<file path="src/rtl/irq_regs_pkg.sv">
package irq_regs_pkg;

  // Word indices of the mapped registers (byte offset / 4)
  localparam int unsigned IDX_STATUS  = 0;
  localparam int unsigned IDX_MASK    = 1;
  localparam int unsigned IDX_ENABLE  = 2;
  localparam int unsigned IDX_DISABLE = 3;

  // Write strobes from the decoder to the register datapath
  typedef struct packed {
    logic wrStatus;
    logic wrEnable;
    logic wrDisable;
  } ctrlStrobes_t;

  // Read source selection
  typedef enum logic [1:0] {
    SEL_ZERO   = 2'd0,
    SEL_STATUS = 2'd1,
    SEL_MASK   = 2'd2
  } rdSel_e;

endpackage

</file>
<file path="src/rtl/irq_regs_ctrl.sv">
module irq_regs_ctrl
  import irq_regs_pkg::*;
#(
  parameter int unsigned ADDR_W = 8
) (
  input  logic [ADDR_W-1:0] addr,
  input  logic              wrEn,
  output ctrlStrobes_t      strobes,
  output rdSel_e            rdSel
);

  localparam int unsigned IDX_W = ADDR_W - 2;

  logic             isAligned;
  logic [IDX_W-1:0] wordIdx;
  logic             hitStatus;
  logic             hitMask;
  logic             hitEnable;
  logic             hitDisable;

  assign isAligned  = (addr[1:0] == 2'b00);
  assign wordIdx    = addr[ADDR_W-1:2];
  assign hitStatus  = isAligned && (wordIdx == IDX_W'(IDX_STATUS));
  assign hitMask    = isAligned && (wordIdx == IDX_W'(IDX_MASK));
  assign hitEnable  = isAligned && (wordIdx == IDX_W'(IDX_ENABLE));
  assign hitDisable = isAligned && (wordIdx == IDX_W'(IDX_DISABLE));

  always_comb begin
    strobes.wrStatus  = wrEn && hitStatus;
    strobes.wrEnable  = wrEn && hitEnable;
    strobes.wrDisable = wrEn && hitDisable;
  end

  always_comb begin
    if (hitStatus)    rdSel = SEL_STATUS;
    else if (hitMask) rdSel = SEL_MASK;
    else              rdSel = SEL_ZERO;
  end

endmodule

</file>
<file path="src/rtl/irq_regs_dp.sv">
module irq_regs_dp
  import irq_regs_pkg::*;
#(
  parameter int unsigned DATA_W  = 32,
  parameter int unsigned NUM_SRC = 4
) (
  input  logic               clk,
  input  logic               rstN,
  input  ctrlStrobes_t       strobes,
  input  rdSel_e             rdSel,
  input  logic [NUM_SRC-1:0] wrBits,
  input  logic [NUM_SRC-1:0] eventIn,
  output logic [DATA_W-1:0]  rdData,
  output logic [NUM_SRC-1:0] statusQ,
  output logic [NUM_SRC-1:0] maskQ,
  output logic               irq
);

  logic [NUM_SRC-1:0] clrBits;
  logic [NUM_SRC-1:0] statusNext;
  logic [NUM_SRC-1:0] maskNext;

  assign clrBits = strobes.wrStatus ? wrBits : '0;

  // Per-bit update: the event input overrides a simultaneous clear
  for (genvar i = 0; i < NUM_SRC; i++) begin : g_bit
    always_comb begin
      statusNext[i] = eventIn[i] | (statusQ[i] & ~clrBits[i]);
      if (strobes.wrDisable && wrBits[i])     maskNext[i] = 1'b1;
      else if (strobes.wrEnable && wrBits[i]) maskNext[i] = 1'b0;
      else                                    maskNext[i] = maskQ[i];
    end
  end

  always_ff @(posedge clk or negedge rstN) begin
    if (!rstN) begin
      statusQ <= '0;
      maskQ   <= '1;
    end else begin
      statusQ <= statusNext;
      maskQ   <= maskNext;
    end
  end

  assign irq = |(statusQ & ~maskQ);

  always_comb begin
    rdData = '0;
    case (rdSel)
      SEL_STATUS: rdData[NUM_SRC-1:0] = statusQ;
      SEL_MASK:   rdData[NUM_SRC-1:0] = maskQ;
      default:    rdData = '0;
    endcase
  end

endmodule

</file>
<file path="src/rtl/irq_mask_regs.sv">
module irq_mask_regs
  import irq_regs_pkg::*;
#(
  parameter int unsigned DATA_W  = 32,
  parameter int unsigned ADDR_W  = 8,
  parameter int unsigned NUM_SRC = 4
) (
  input  logic               clk,
  input  logic               rstN,
  input  logic [ADDR_W-1:0]  addr,
  input  logic               wrEn,
  input  logic [DATA_W-1:0]  wrData,
  output logic [DATA_W-1:0]  rdData,
  input  logic [NUM_SRC-1:0] eventIn,
  output logic               irq
);

  ctrlStrobes_t       strobes;
  rdSel_e             rdSel;
  logic [NUM_SRC-1:0] statusQ;
  logic [NUM_SRC-1:0] maskQ;

  if (NUM_SRC < DATA_W) begin : g_hi
    logic unusedWrHi;
    assign unusedWrHi = ^wrData[DATA_W-1:NUM_SRC];
  end

  irq_regs_ctrl #(
    .ADDR_W (ADDR_W)
  ) u_ctrl (
    .addr    (addr),
    .wrEn    (wrEn),
    .strobes (strobes),
    .rdSel   (rdSel)
  );

  irq_regs_dp #(
    .DATA_W  (DATA_W),
    .NUM_SRC (NUM_SRC)
  ) u_dp (
    .clk     (clk),
    .rstN    (rstN),
    .strobes (strobes),
    .rdSel   (rdSel),
    .wrBits  (wrData[NUM_SRC-1:0]),
    .eventIn (eventIn),
    .rdData  (rdData),
    .statusQ (statusQ),
    .maskQ   (maskQ),
    .irq     (irq)
  );

endmodule

</file>
<file path="config.mk">
export PLATFORM = sky130hd
export DESIGN_NAME = irq_mask_regs
export DESIGN_NICKNAME = d
export VERILOG_FILES = /design/src/rtl/irq_regs_pkg.sv /design/src/rtl/irq_regs_ctrl.sv /design/src/rtl/irq_regs_dp.sv /design/src/rtl/irq_mask_regs.sv
export SDC_FILE = /design/constraint.sdc
export NUM_CORES = 1
export LEC_CHECK = 0
export BUFFER_PORTS_ARGS = -buffer_cell sky130_fd_sc_hd__buf_2
export CORE_MARGIN = 3
export CORE_UTILIZATION = 33
export CTS_CLUSTER_DIAMETER = 100
export DETAILED_ROUTE_END_ITERATION = 7
export GPL_TIMING_DRIVEN = 0
export PLACE_DENSITY = 0.77
export SYNTH_ARGS = -nofsm -noshare
export SYNTH_HDL_FRONTEND = slang
export SYNTH_SLANG_ARGS = --single-unit
</file>
<file path="constraint.sdc">
create_clock -name clk -period 1.2 [get_ports clk]
set_input_delay 0.06 -clock clk [delete_from_list [all_inputs] [get_ports clk]]
set_output_delay 0.06 -clock clk [all_outputs]
set_load 0.005 [all_outputs]
</file>
# Yosys cells after proc, flatten, opt, wreduce, memory -nomap -nowiden
# Cells that the tools add are included.
# word_totals
regBits,8
inputBits,47
output_inout_bits,33
word_cells,58
# op_classes
n_eq_ne,5
muxes,12
bitwise_logic,14
reduce_logical,22
# ops
op,count
$logic_and A1 B1 Y1,15
$eq A6 B2 Y1 const B,2
$mux W1,8
$pmux W4 S2,1
$reduce_bool A2 Y1,4
$eq A6 B1 Y1 const B,1
$logic_not A6 Y1,1
$and A1 B1 Y1,4
$and A4 B4 Y4,1
$mux W2,2
$mux W4,1
$not A1 Y1,4
$not A4 Y4,1
$or A1 B1 Y1,4
$reduce_or A4 Y1,1
$eq A2 B1 Y1 const B,1
$eq A2 B2 Y1 const B,1
$logic_not A2 Y1,1

# Depth between registers and ports, before layout
# Gate-level depths: netlist of the first run.
# logic_depth
depth_word,7
depth_mapped,4
depth_no_buf,3

# Hierarchy
# Synthesis of the first run repeated with hierarchy kept, for this count alone.
# unflattened
hier_cells,80
hier_area_um2,695.7
# by_module_without_submodules
mod,n_inst,cells_per_inst,area_each_um2,seq_area_each_um2
irq_regs_dp,1,70,623.1,205.2
irq_regs_ctrl,1,10,72.6,0.0

# Worst setup path before layout of the first run
# No wires, ideal clock.
# synth_timing
kind,input -> register
startpoint,in addr[2]
endpoint,reg u_dp.statusQ[0]
setup_time_ns,0.118
arrival_time_ns,0.904
t_required_ns,1.082
slack_ns,0.178
cell_stages,4
n_path_buf,1
path_cell_list,clkbuf_1 -> nor3b_1 -> nand4_1 -> a21o_1
# synth_between
elab_chain_cells,7
# synth_rtl
item,line,rtl
"start, declared",irq_mask_regs.sv:10,"input logic [ADDR_W-1:0] addr,"
$logic_not A6 Y1,irq_regs_ctrl.sv:23,assign hitStatus = isAligned && (wordIdx == IDX_W'(IDX_STATUS));
$logic_and A1 B1 Y1,irq_regs_ctrl.sv:23,
$logic_and A1 B1 Y1,irq_regs_ctrl.sv:29,strobes.wrStatus = wrEn && hitStatus;
$mux W4,irq_regs_dp.sv:23,assign clrBits = strobes.wrStatus ? wrBits : '0;
$not A1 Y1,irq_regs_dp.sv:28,statusNext[i] = eventIn[i] | (statusQ[i] & ~clrBits[i]);
$and A1 B1 Y1,irq_regs_dp.sv:28,
$or A1 B1 Y1,irq_regs_dp.sv:28,
named net u_dp.statusNext[0],irq_regs_dp.sv:20,logic [NUM_SRC-1:0] statusNext;
"end signal, assigned",irq_regs_dp.sv:40,statusQ <= statusNext;
"end, declared",irq_regs_dp.sv:14,"output logic [NUM_SRC-1:0] statusQ,"
# The timed path passes the listed nets, and every way through them passes these cells.
# A chain may end at the register's enable or synchronous reset.

# Worst setup path after layout of the first run
# layout_timing
startpoint,reg u_dp.maskQ[2]
endpoint,out irq
# layout_between
elab_chain_cells,3
# layout_rtl
item,line,rtl
"start, declared",irq_regs_dp.sv:15,"output logic [NUM_SRC-1:0] maskQ,"
"start signal, assigned",irq_regs_dp.sv:41,maskQ <= maskNext;
$not A4 Y4,irq_regs_dp.sv:45,assign irq = |(statusQ & ~maskQ);
$and A4 B4 Y4,irq_regs_dp.sv:45,
$reduce_or A4 Y1,irq_regs_dp.sv:45,
"end, declared",irq_mask_regs.sv:15,output logic irq
# Every way passes these cells.

==> flow_metrics.env, run 1 <==
export IMPL_r2r_cells=1
export IMPL_cts_root_buffer="clkbuf_4"
export IMPL_max_cap_violations=0
export IMPL_ys_top_cells_by_area="buf_4, dfstp_2, dfrtp_1, nand4_1, mux2_1"
export IMPL_drc=0
export IMPL_post_route_period_util=1.09
export IMPL_ant_nets=0
export IMPL_dp_hpwl_mm=1.18
export IMPL_critPathMaxFanout=3
export IMPL_grt_usage=0.113
export IMPL_wire_per_inst_um=9.42
export IMPL_grt_max_degree=10
export IMPL_cts_tree="yes"
export IMPL_use_met1=0.109
export IMPL_required_ps=1140
export IMPL_antenna_found_initial=0
export IMPL_initial_core_util=0.371
export IMPL_htree_num_levels=1
export IMPL_rsz0062_at_grt="yes"
export IMPL_fillers=173
export IMPL_post_route_min_period_ps=1300
export IMPL_setup_violations=5
export IMPL_cts_buffers=3
export IMPL_critPathLaunchType="flip-flop"
export IMPL_path_clk_slew_ps=60
export IMPL_violations="setup timing"
export IMPL_max_stage_delay_ps=540
export IMPL_ys_ff_latch=8
export IMPL_dieArea_um2=2650
export IMPL_grt_overflow=0
export IMPL_leakage_uw=0.000551
export IMPL_yosysTopAreaCellShare=0.308
export IMPL_nets=181
export IMPL_diodes=0
export IMPL_synth_cell_types=18
export IMPL_grt_pass1_vias=520
export IMPL_worstHoldPathType="primary input to flip-flop"
export IMPL_hold_ws_ps=109
export IMPL_via_per_inst=3.96
export IMPL_synth_area_per_cell_um2=9.34
export IMPL_use_met3=0.0525
export IMPL_netlist_area_um2=682
export IMPL_cp_arrival_ps=1240
export IMPL_crit_path_end_kind="output port"
export IMPL_cp_top_family="flip-flops"
export IMPL_fin_cells=157
export IMPL_ir_drop_mv=0.609
export IMPL_fp_row_count=15
export IMPL_outcome="finished, violations left"
export IMPL_crit_cells=4
export IMPL_worst_path_buf_inv=2
export IMPL_clock_sinks=8
export IMPL_fin_util=0.561
export IMPL_clockBufferDepth=2
export IMPL_criticalPathCategory="flip-flop to output port"
export IMPL_core_area_um2=1840
export IMPL_drive_gt1_frac=0.485
export IMPL_clock_skew_ps=0
export IMPL_postSynthCellCount=73
export IMPL_report_final_slew_viol_count=0
export IMPL_fmaxAchievable_mhz=767
export IMPL_r2r_slack_ps=460
export IMPL_grt_busiest_layer="met2"
export IMPL_portBuffers=22
export IMPL_synth_warnings=0
export IMPL_drt_iter0_drc=0
export IMPL_grt_pass1_wl_mm=2.19
export IMPL_power_density_nw_per_um2=668
export IMPL_area_delta_synth_final_pct=51.2
export IMPL_vias=622
export IMPL_regToRegStartpoint="u_dp.maskQ[1]"
export IMPL_endpoint="irq"
export IMPL_io_pins=80
export IMPL_grt_use_met2=0.184
export IMPL_drt_pass1_iter_count=1
export IMPL_slowest_stage="dfstp_2"
export IMPL_die_y_um=51.5
export IMPL_yosys_area_top_type="buf_4"
export IMPL_gp_congestion=0.691
export IMPL_placed_cells=147
export IMPL_wirelength_mm=1.48
export IMPL_hold_viol=0
export IMPL_path_cells="inv_1 -> a22oi_2 -> o221ai_2 -> buf_2"
export IMPL_cp_startpoint="u_dp.maskQ[2]"
export IMPL_insertion_delay_ps=260
export IMPL_layout_setup_ws_ps=-103
export IMPL_seq_area_frac_synth=0.301
export IMPL_crit_reg2reg_capture="u_dp.maskQ[1]"
export IMPL_die_w_um=51.5
export IMPL_power_uw=689
==> area by class of cell <==
cell class	count	area [um2]	share of cell area
Clock buffer	3	22.5	0.0218
Timing Repair Buffer	29	175	0.170
Multi-Input combinational cell	59	368	0.357
Buffer	29	214	0.208
Inverter	4	15.0	0.0146
Tap cell	25	31.3	0.0303
Sequential cell	8	205	0.199
==> registers in the layout (all words and copies together), names as in the netlist <==
name and count:
u_dp.maskQ 4, u_dp.statusQ 4
==> cell usage after synthesis (all sizes together) <==
master	n
clkbuf	1
nor4	1
nor3b	1
mux2	4
nand2	1
and2	1
buf	28
nor3	4
a21o	4
nand4	8
dfstp	4
mux2i	4
a22oi	1
nor2	1
o221ai	1
conb	1
dfrtp	4
inv	4
==> worst min-delay path, delay by kind of cell <==
family / cells / cell delay [ps]
AO/OA/AOI/OAI: 1 / 110
AND/OR/NAND/NOR: 1 / 60
buffers and inverters: 1 / 110
==> how the worst min path moves through the flow <==
stage	start	end	slack (ps)	depth (start not counted)
floorplan	rstN	u_dp.statusQ[0]	-240	0
global placement	rstN	u_dp.statusQ[3]	-90	1
detailed placement	rstN	u_dp.statusQ[3]	-90	1
CTS	wrData[2]	u_dp.statusQ[2]	110	3
finish	wrData[2]	u_dp.statusQ[2]	110	3
global route	wrData[2]	u_dp.statusQ[2]	110	3
==> layer usage <==
metal / up-vias / wire length (um)
met3: 7 / 201
met1: 259 / 547
li1: 315 / -
met5: - / 0
met4: 0 / 53
met2: 41 / 675
==> power by group <==
| part | switching [uW] | internal [uW] | total, uW |
|---|---|---|---|
| sequential | 5.82 | 282 | 288 |
| clock | 101 | 115 | 216 |
| combinational | 78.7 | 106 | 185 |
==> cells in the final DEF, fill, tap and decap left out, drive strengths merged, types with 4 or more instances in the layout <==
master,n
nand4,8
conb,28
mux2,4
a21o,4
dlygate4sd3,5
dfrtp,4
nor3,4
mux2i,4
buf,52
dfstp,4
clkbuf,4
inv,4
==> cells by family after synthesis <==
| group | share of synthesized area |
|---|---|
| AOI/OAI and AO/OA | 0.0679 |
| buffers and inverters | 0.336 |
| DFF | 0.301 |
| muxes | 0.125 |
| other | 0.00550 |
| and+or+nand+nor | 0.165 |
==> per-stage QoR <==
| stage | setup slack (ps) | cell area [um2] | TNS [ps] |
|---|---|---|---|
| after global placement | -39.5 | 925 | -225 |
| after detailed placement | -81.4 | 925 | -384 |
| after CTS | -159 | 1000 | -269 |
| after floorplan | 178 | 783 | 0 |
| after global routing | -181 | 1030 | -618 |
| final | -103 | 1030 | -256 |
==> what timing repair did <==
item	4_1_cts	5_1_grt
hold buffers	5	0
pin swaps	1	0
cloned	0	0
setup endpoints to repair	5	5
endpoints found under the hold margin	12	0
gates resized for setup	0	4
setup buffers	1	1
No activity file was read; power rests on OpenSTA's default activity.
==> inputs of run 2 (changes only) <==
- CTS_BUF_LIST: default -> sky130_fd_sc_hd__clkbuf_16
- RECOVER_POWER: default -> 50
==> run 2 against run 1 <==
Compared with the run above:
- the flow still finishes with violations (setup timing)
- worst hold slack worse by 100 ps
- combinational power down 5%
- global-route usage decreased by 0.11 points
- wire length down 1.2%
- count of clock-buffer cells in the layout unchanged
- cell area is 1.3% higher
- sequential share of layout area decreased by 0.26 points
- sequential cell count stayed put
- sequential power is essentially flat
- critical path depth unchanged
==> flow_metrics.env, run 2 (same netlist as run 1, synthesis figures left out) <==
export IMPL_grt_busiest_layer="met2"
export IMPL_drive_gt1_frac=0.484
export IMPL_final_area_um2=1040
export IMPL_fmaxAchievable_mhz=788
export IMPL_outcome="finished, violations left"
export IMPL_initial_core_util=0.371
export IMPL_use_met3=0.0437
export IMPL_grt_pass1_vias=505
export IMPL_grt_max_degree=10
export IMPL_hold_viol=0
export IMPL_max_cap_violations=0
export IMPL_grt_use_met2=0.180
export IMPL_vias=612
export IMPL_htree_num_levels=1
export IMPL_antenna_found_initial=0
export IMPL_report_final_slew_viol_count=0
export IMPL_path_clk_slew_ps=40
export IMPL_cp_arrival_ps=1210
export IMPL_core_area_um2=1840
export IMPL_rsz0062_at_grt="yes"
export IMPL_fillers=165
export IMPL_dieArea_um2=2650
export IMPL_insertion_delay_ps=230
export IMPL_clockBufferDepth=2
export IMPL_criticalPathCategory="flip-flop to output port"
export IMPL_power_uw=1030
export IMPL_ant_nets=0
export IMPL_cts_tree="yes"
export IMPL_drt_iter0_drc=6
export IMPL_die_w_um=51.5
export IMPL_use_met1=0.109
export IMPL_portBuffers=22
export IMPL_worstHoldPathType="primary input to flip-flop"
export IMPL_leakage_uw=0.000554
export IMPL_die_y_um=51.5
export IMPL_diodes=0
export IMPL_clock_sinks=8
export IMPL_drc=0
export IMPL_grt_pass1_wl_mm=2.14
export IMPL_r2r_slack_ps=440
export IMPL_grt_usage=0.112
export IMPL_critPathMaxFanout=3
export IMPL_ir_drop_mv=1.03
export IMPL_dp_hpwl_mm=1.18
export IMPL_reg_top3="u_dp.maskQ x4, u_dp.statusQ x4"
export IMPL_fp_row_count=15
export IMPL_area_delta_synth_final_pct=53.2
export IMPL_drt_pass1_iter_count=4
export IMPL_violations="setup timing"
export IMPL_required_ps=1140
export IMPL_setup_violations=3
export IMPL_regArea_um2=205
export IMPL_layout_commonest_cell="buf_4"
export IMPL_via_per_inst=4.00
export IMPL_cts_root_buffer="clkbuf_16"
export IMPL_wire_per_inst_um=9.55
export IMPL_post_route_period_util=1.06
export IMPL_power_density_nw_per_um2=987
export IMPL_gp_congestion=0.691
export IMPL_grt_overflow=0
export IMPL_layout_setup_ws_ps=-68.8
export IMPL_nets=177
export IMPL_post_route_min_period_ps=1270
export IMPL_critPathLaunchType="flip-flop"
export IMPL_cts_buffers=3
export IMPL_wirelength_mm=1.46
export IMPL_multi_input_area_um2=368
export IMPL_final_cell_mix="buf_4, conb_1, buf_2, nand4_1"
export IMPL_place_area_um2=925
export IMPL_io_pins=80
export IMPL_crit_path_end_kind="output port"
export IMPL_clock_skew_ps=0
==> run 2: through the flow <==
stage	hold WS (ps)	worst slack, ps	cells	util	TNS (ps)
after floorplan	-236	178	100	-	0
after global placement	-90.9	-39.5	147	0.503	-225
after detailed placement	-88.6	-81.4	147	0.503	-384
after CTS	2.65	-125	153	0.559	-148
after global routing	9.29	-128	153	0.568	-312
final	6.06	-68.8	153	0.568	-94.3
==> run 2: final timing paths <==
| path | startpoint | endpoint | cells after the start |
|---|---|---|---|
| max | u_dp.maskQ[2] | irq | 4 |
| min | eventIn[3] | u_dp.statusQ[3] | 2 |
| max reg2reg | u_dp.maskQ[0] | u_dp.maskQ[0] | 1 |
| min reg2reg | u_dp.statusQ[0] | u_dp.statusQ[0] | 1 |
| max in group asynchronous | rstN | u_dp.maskQ[2] | 2 |
| min in group asynchronous | rstN | u_dp.statusQ[0] | 2 |
==> run 2: report_power, final <==
group	leakage [uW]	total [uW]	internal, uW	switching, uW
logic	0.000441	175	97.8	76.8
registers	0.0000764	290	283	6.60
clock network	0.0000370	567	430	136
total	0.000554	1030	811	220
==> run 2: layout make-up <==
type,instances,area share
tap,25,0.0299
timing repair buffer,25,0.131
clock buffer,3,0.0719
sequential,8,0.196
buffer,29,0.205
inverter,4,0.0144
multi-input combinational,59,0.352
==> run 2: per-layer routing <==
layer  share of wire  vias to the layer above
met3            0.14                        6
met4           0.029                        0
met2            0.47                       41
met1            0.37                      256
met5               0                        -
li1                -                      309
==> run 2: critical path: stages (launching register included) <==
cell	delay (ps)
dfstp_2	530
inv_1	50
a22oi_2	150
o221ai_2	110
buf_2	140
==> run 2: timing repair <==
item,4_1_cts,5_1_grt
gates resized for setup,0,4
pin swaps,1,0
buffers inserted,1,0
endpoints found under the setup margin,5,5
hold buffers,2,0
hold endpoints to repair,9,0
==> inputs of run 3 (changes only) <==
- CORE_MARGIN: 3 -> default
==> run 3 against run 2 <==
Compared with the run above:
- the flow still finishes with violations (setup timing)
- final cell count up 0.65%
- die area down 15%
- register-to-register slack barely moved
- critical path depth is the same
- setup slack about the same
- count of clock-buffer cells in the layout unchanged
- clock skew stayed put
- cell area shrank 1.2%
- worst hold slack lost 1.9 ps
- non-clock buffer count down 1
- sequential cell count did not move
==> flow_metrics.env, run 3 (same netlist as run 1, synthesis figures left out) <==
export IMPL_clockPowerShare=0.549
export IMPL_diodes=0
export IMPL_grt_overflow=0
export IMPL_holdPathStages=2
export IMPL_drt_iter0_drc=7
export IMPL_criticalPathCategory="flip-flop to output port"
export IMPL_core_area_um2=1940
export IMPL_dieArea_um2=2250
export IMPL_path_clk_slew_ps=40
export IMPL_clock_sinks=8
export IMPL_grt_max_degree=10
export IMPL_drt_pass1_iter_count=4
export IMPL_reg_top3="u_dp.maskQ x4, u_dp.statusQ x4"
export IMPL_cp_arrival_ps=1210
export IMPL_outcome="finished, violations left"
export IMPL_die_w_um=47.5
export IMPL_via_per_inst=3.86
export IMPL_max_stage_delay_ps=540
export IMPL_setup_violations=1
export IMPL_min_from="eventIn[2]"
export IMPL_regToRegStartpoint="u_dp.maskQ[0]"
export IMPL_rsz0062_at_grt="yes"
export IMPL_wire_per_inst_um=8.25
export IMPL_vias=595
export IMPL_fmaxAchievable_mhz=788
export IMPL_path_cells="inv_2 -> a22oi_2 -> o221ai_2 -> buf_2"
export IMPL_dp_hpwl_mm=1.06
export IMPL_drc=0
export IMPL_violations="setup timing"
export IMPL_hold_viol=0
export IMPL_layout_commonest_cell="buf_4"
export IMPL_nets=176
export IMPL_clock_skew_ps=0
export IMPL_cts_buffers=3
export IMPL_worstHoldPathType="primary input to flip-flop"
export IMPL_power_switching_uw=212
export IMPL_layout_setup_ws_ps=-68.5
export IMPL_slowest_stage="dfstp_2"
export IMPL_hold_end="u_dp.statusQ[2]"
export IMPL_io_pins=80
export IMPL_gp_congestion=0.677
export IMPL_power_density_nw_per_um2=989
export IMPL_ant_nets=0
export IMPL_cts_root_buffer="clkbuf_16"
export IMPL_required_ps=1140
export IMPL_grt_pass1_vias=473
export IMPL_htree_num_levels=1
export IMPL_post_route_period_util=1.06
export IMPL_antenna_found_initial=0
export IMPL_fin_setup_tns_ps=-68.5
export IMPL_initial_core_util=0.351
export IMPL_r2r_cells=1
export IMPL_clockBufferDepth=2
export IMPL_place_ws_ps=-66.9
export IMPL_critPathMaxFanout=3
export IMPL_area_delta_synth_final_pct=51.4
export IMPL_die_y_um=47.5
export IMPL_final_cell_mix="buf_4, conb_1, buf_2, nand4_1"
export IMPL_grt_usage=0.132
export IMPL_post_route_min_period_ps=1270
export IMPL_drive_gt1_frac=0.488
export IMPL_grt_pass1_wl_mm=1.99
export IMPL_max_cap_violations=0
export IMPL_critPathLaunchType="flip-flop"
export IMPL_p_seq_frac=0.284
export IMPL_insertion_delay_ps=230
export IMPL_crit_reg2reg_capture="u_dp.maskQ[0]"
export IMPL_swShare=0.208
export IMPL_p_int_uw=809
export IMPL_crit_path_end_kind="output port"
export IMPL_portBuffers=22
export IMPL_leakage_uw=0.000550
export IMPL_cts_tree="yes"
export IMPL_report_final_slew_viol_count=0
export IMPL_ir_drop_mv=0.951
export IMPL_wirelength_mm=1.27
export IMPL_power_frac_comb=0.167
export IMPL_fp_row_count=16
export IMPL_r2r_slack_ps=450
## run 3: worst max path at each step
stage,from,end,cells past startpoint
after CTS,u_dp.maskQ[2],irq,4
after global routing,u_dp.maskQ[2],irq,4
after detailed placement,addr[7],u_dp.maskQ[3],4
after floorplan,addr[2],u_dp.statusQ[0],4
final,u_dp.maskQ[2],irq,4
after global placement,addr[7],rdData[1],5
## run 3: per-layer routing
metal,vias to the layer above,global-route usage,share of wire
li1,305,-,-
met4,0,0.0857,0.022
met1,251,0.139,0.40
met2,36,0.230,0.48
met3,3,0.0340,0.10
met5,-,0,0
## run 3: metrics by stage
step	power, uW	utilization	instances	cell area [um2]	hold WS, ps
final	1020	0.532	154	1030	4.21
after global routing	1070	0.532	154	1030	20.4
after CTS	1020	0.528	154	1020	4.72
after detailed placement	453	0.477	149	927	-89.1
after global placement	450	0.477	149	927	-92.4
after floorplan	405	-	100	783	-236
## run 3: what timing repair did
item	in CTS	in global routing
pin swaps	1	0
cloned	0	0
setup endpoints to repair	5	5
hold buffers	1	0
setup buffers	1	0
gates resized for setup	2	2
endpoints found under the hold margin	8	0
## run 3: final cells by class
type / instances / area, um2
fill: 176 / 910
multi-input combinational: 59 / 363
buffer: 29 / 214
sequential: 8 / 205
timing repair buffer: 24 / 126
clock buffer: 3 / 75.1
tap: 27 / 33.8
inverter: 4 / 15.0
## run 3: worst max-delay path, delay by kind of cell, from the launching register on
| family | cells | cell delay (ps) |
|---|---|---|
| flip-flops | 1 | 540 |
| buffers and inverters | 2 | 170 |
| AO/OA/AOI/OAI | 2 | 270 |
## run 3: power groups by stage
stage,Clock (uW),Sequential [uW],Combinational [uW]
after floorplan,0,289,116
after global placement,0,291,160
after detailed placement,0,291,162
after CTS,567,289,167
after global routing,579,291,197
final,561,290,170
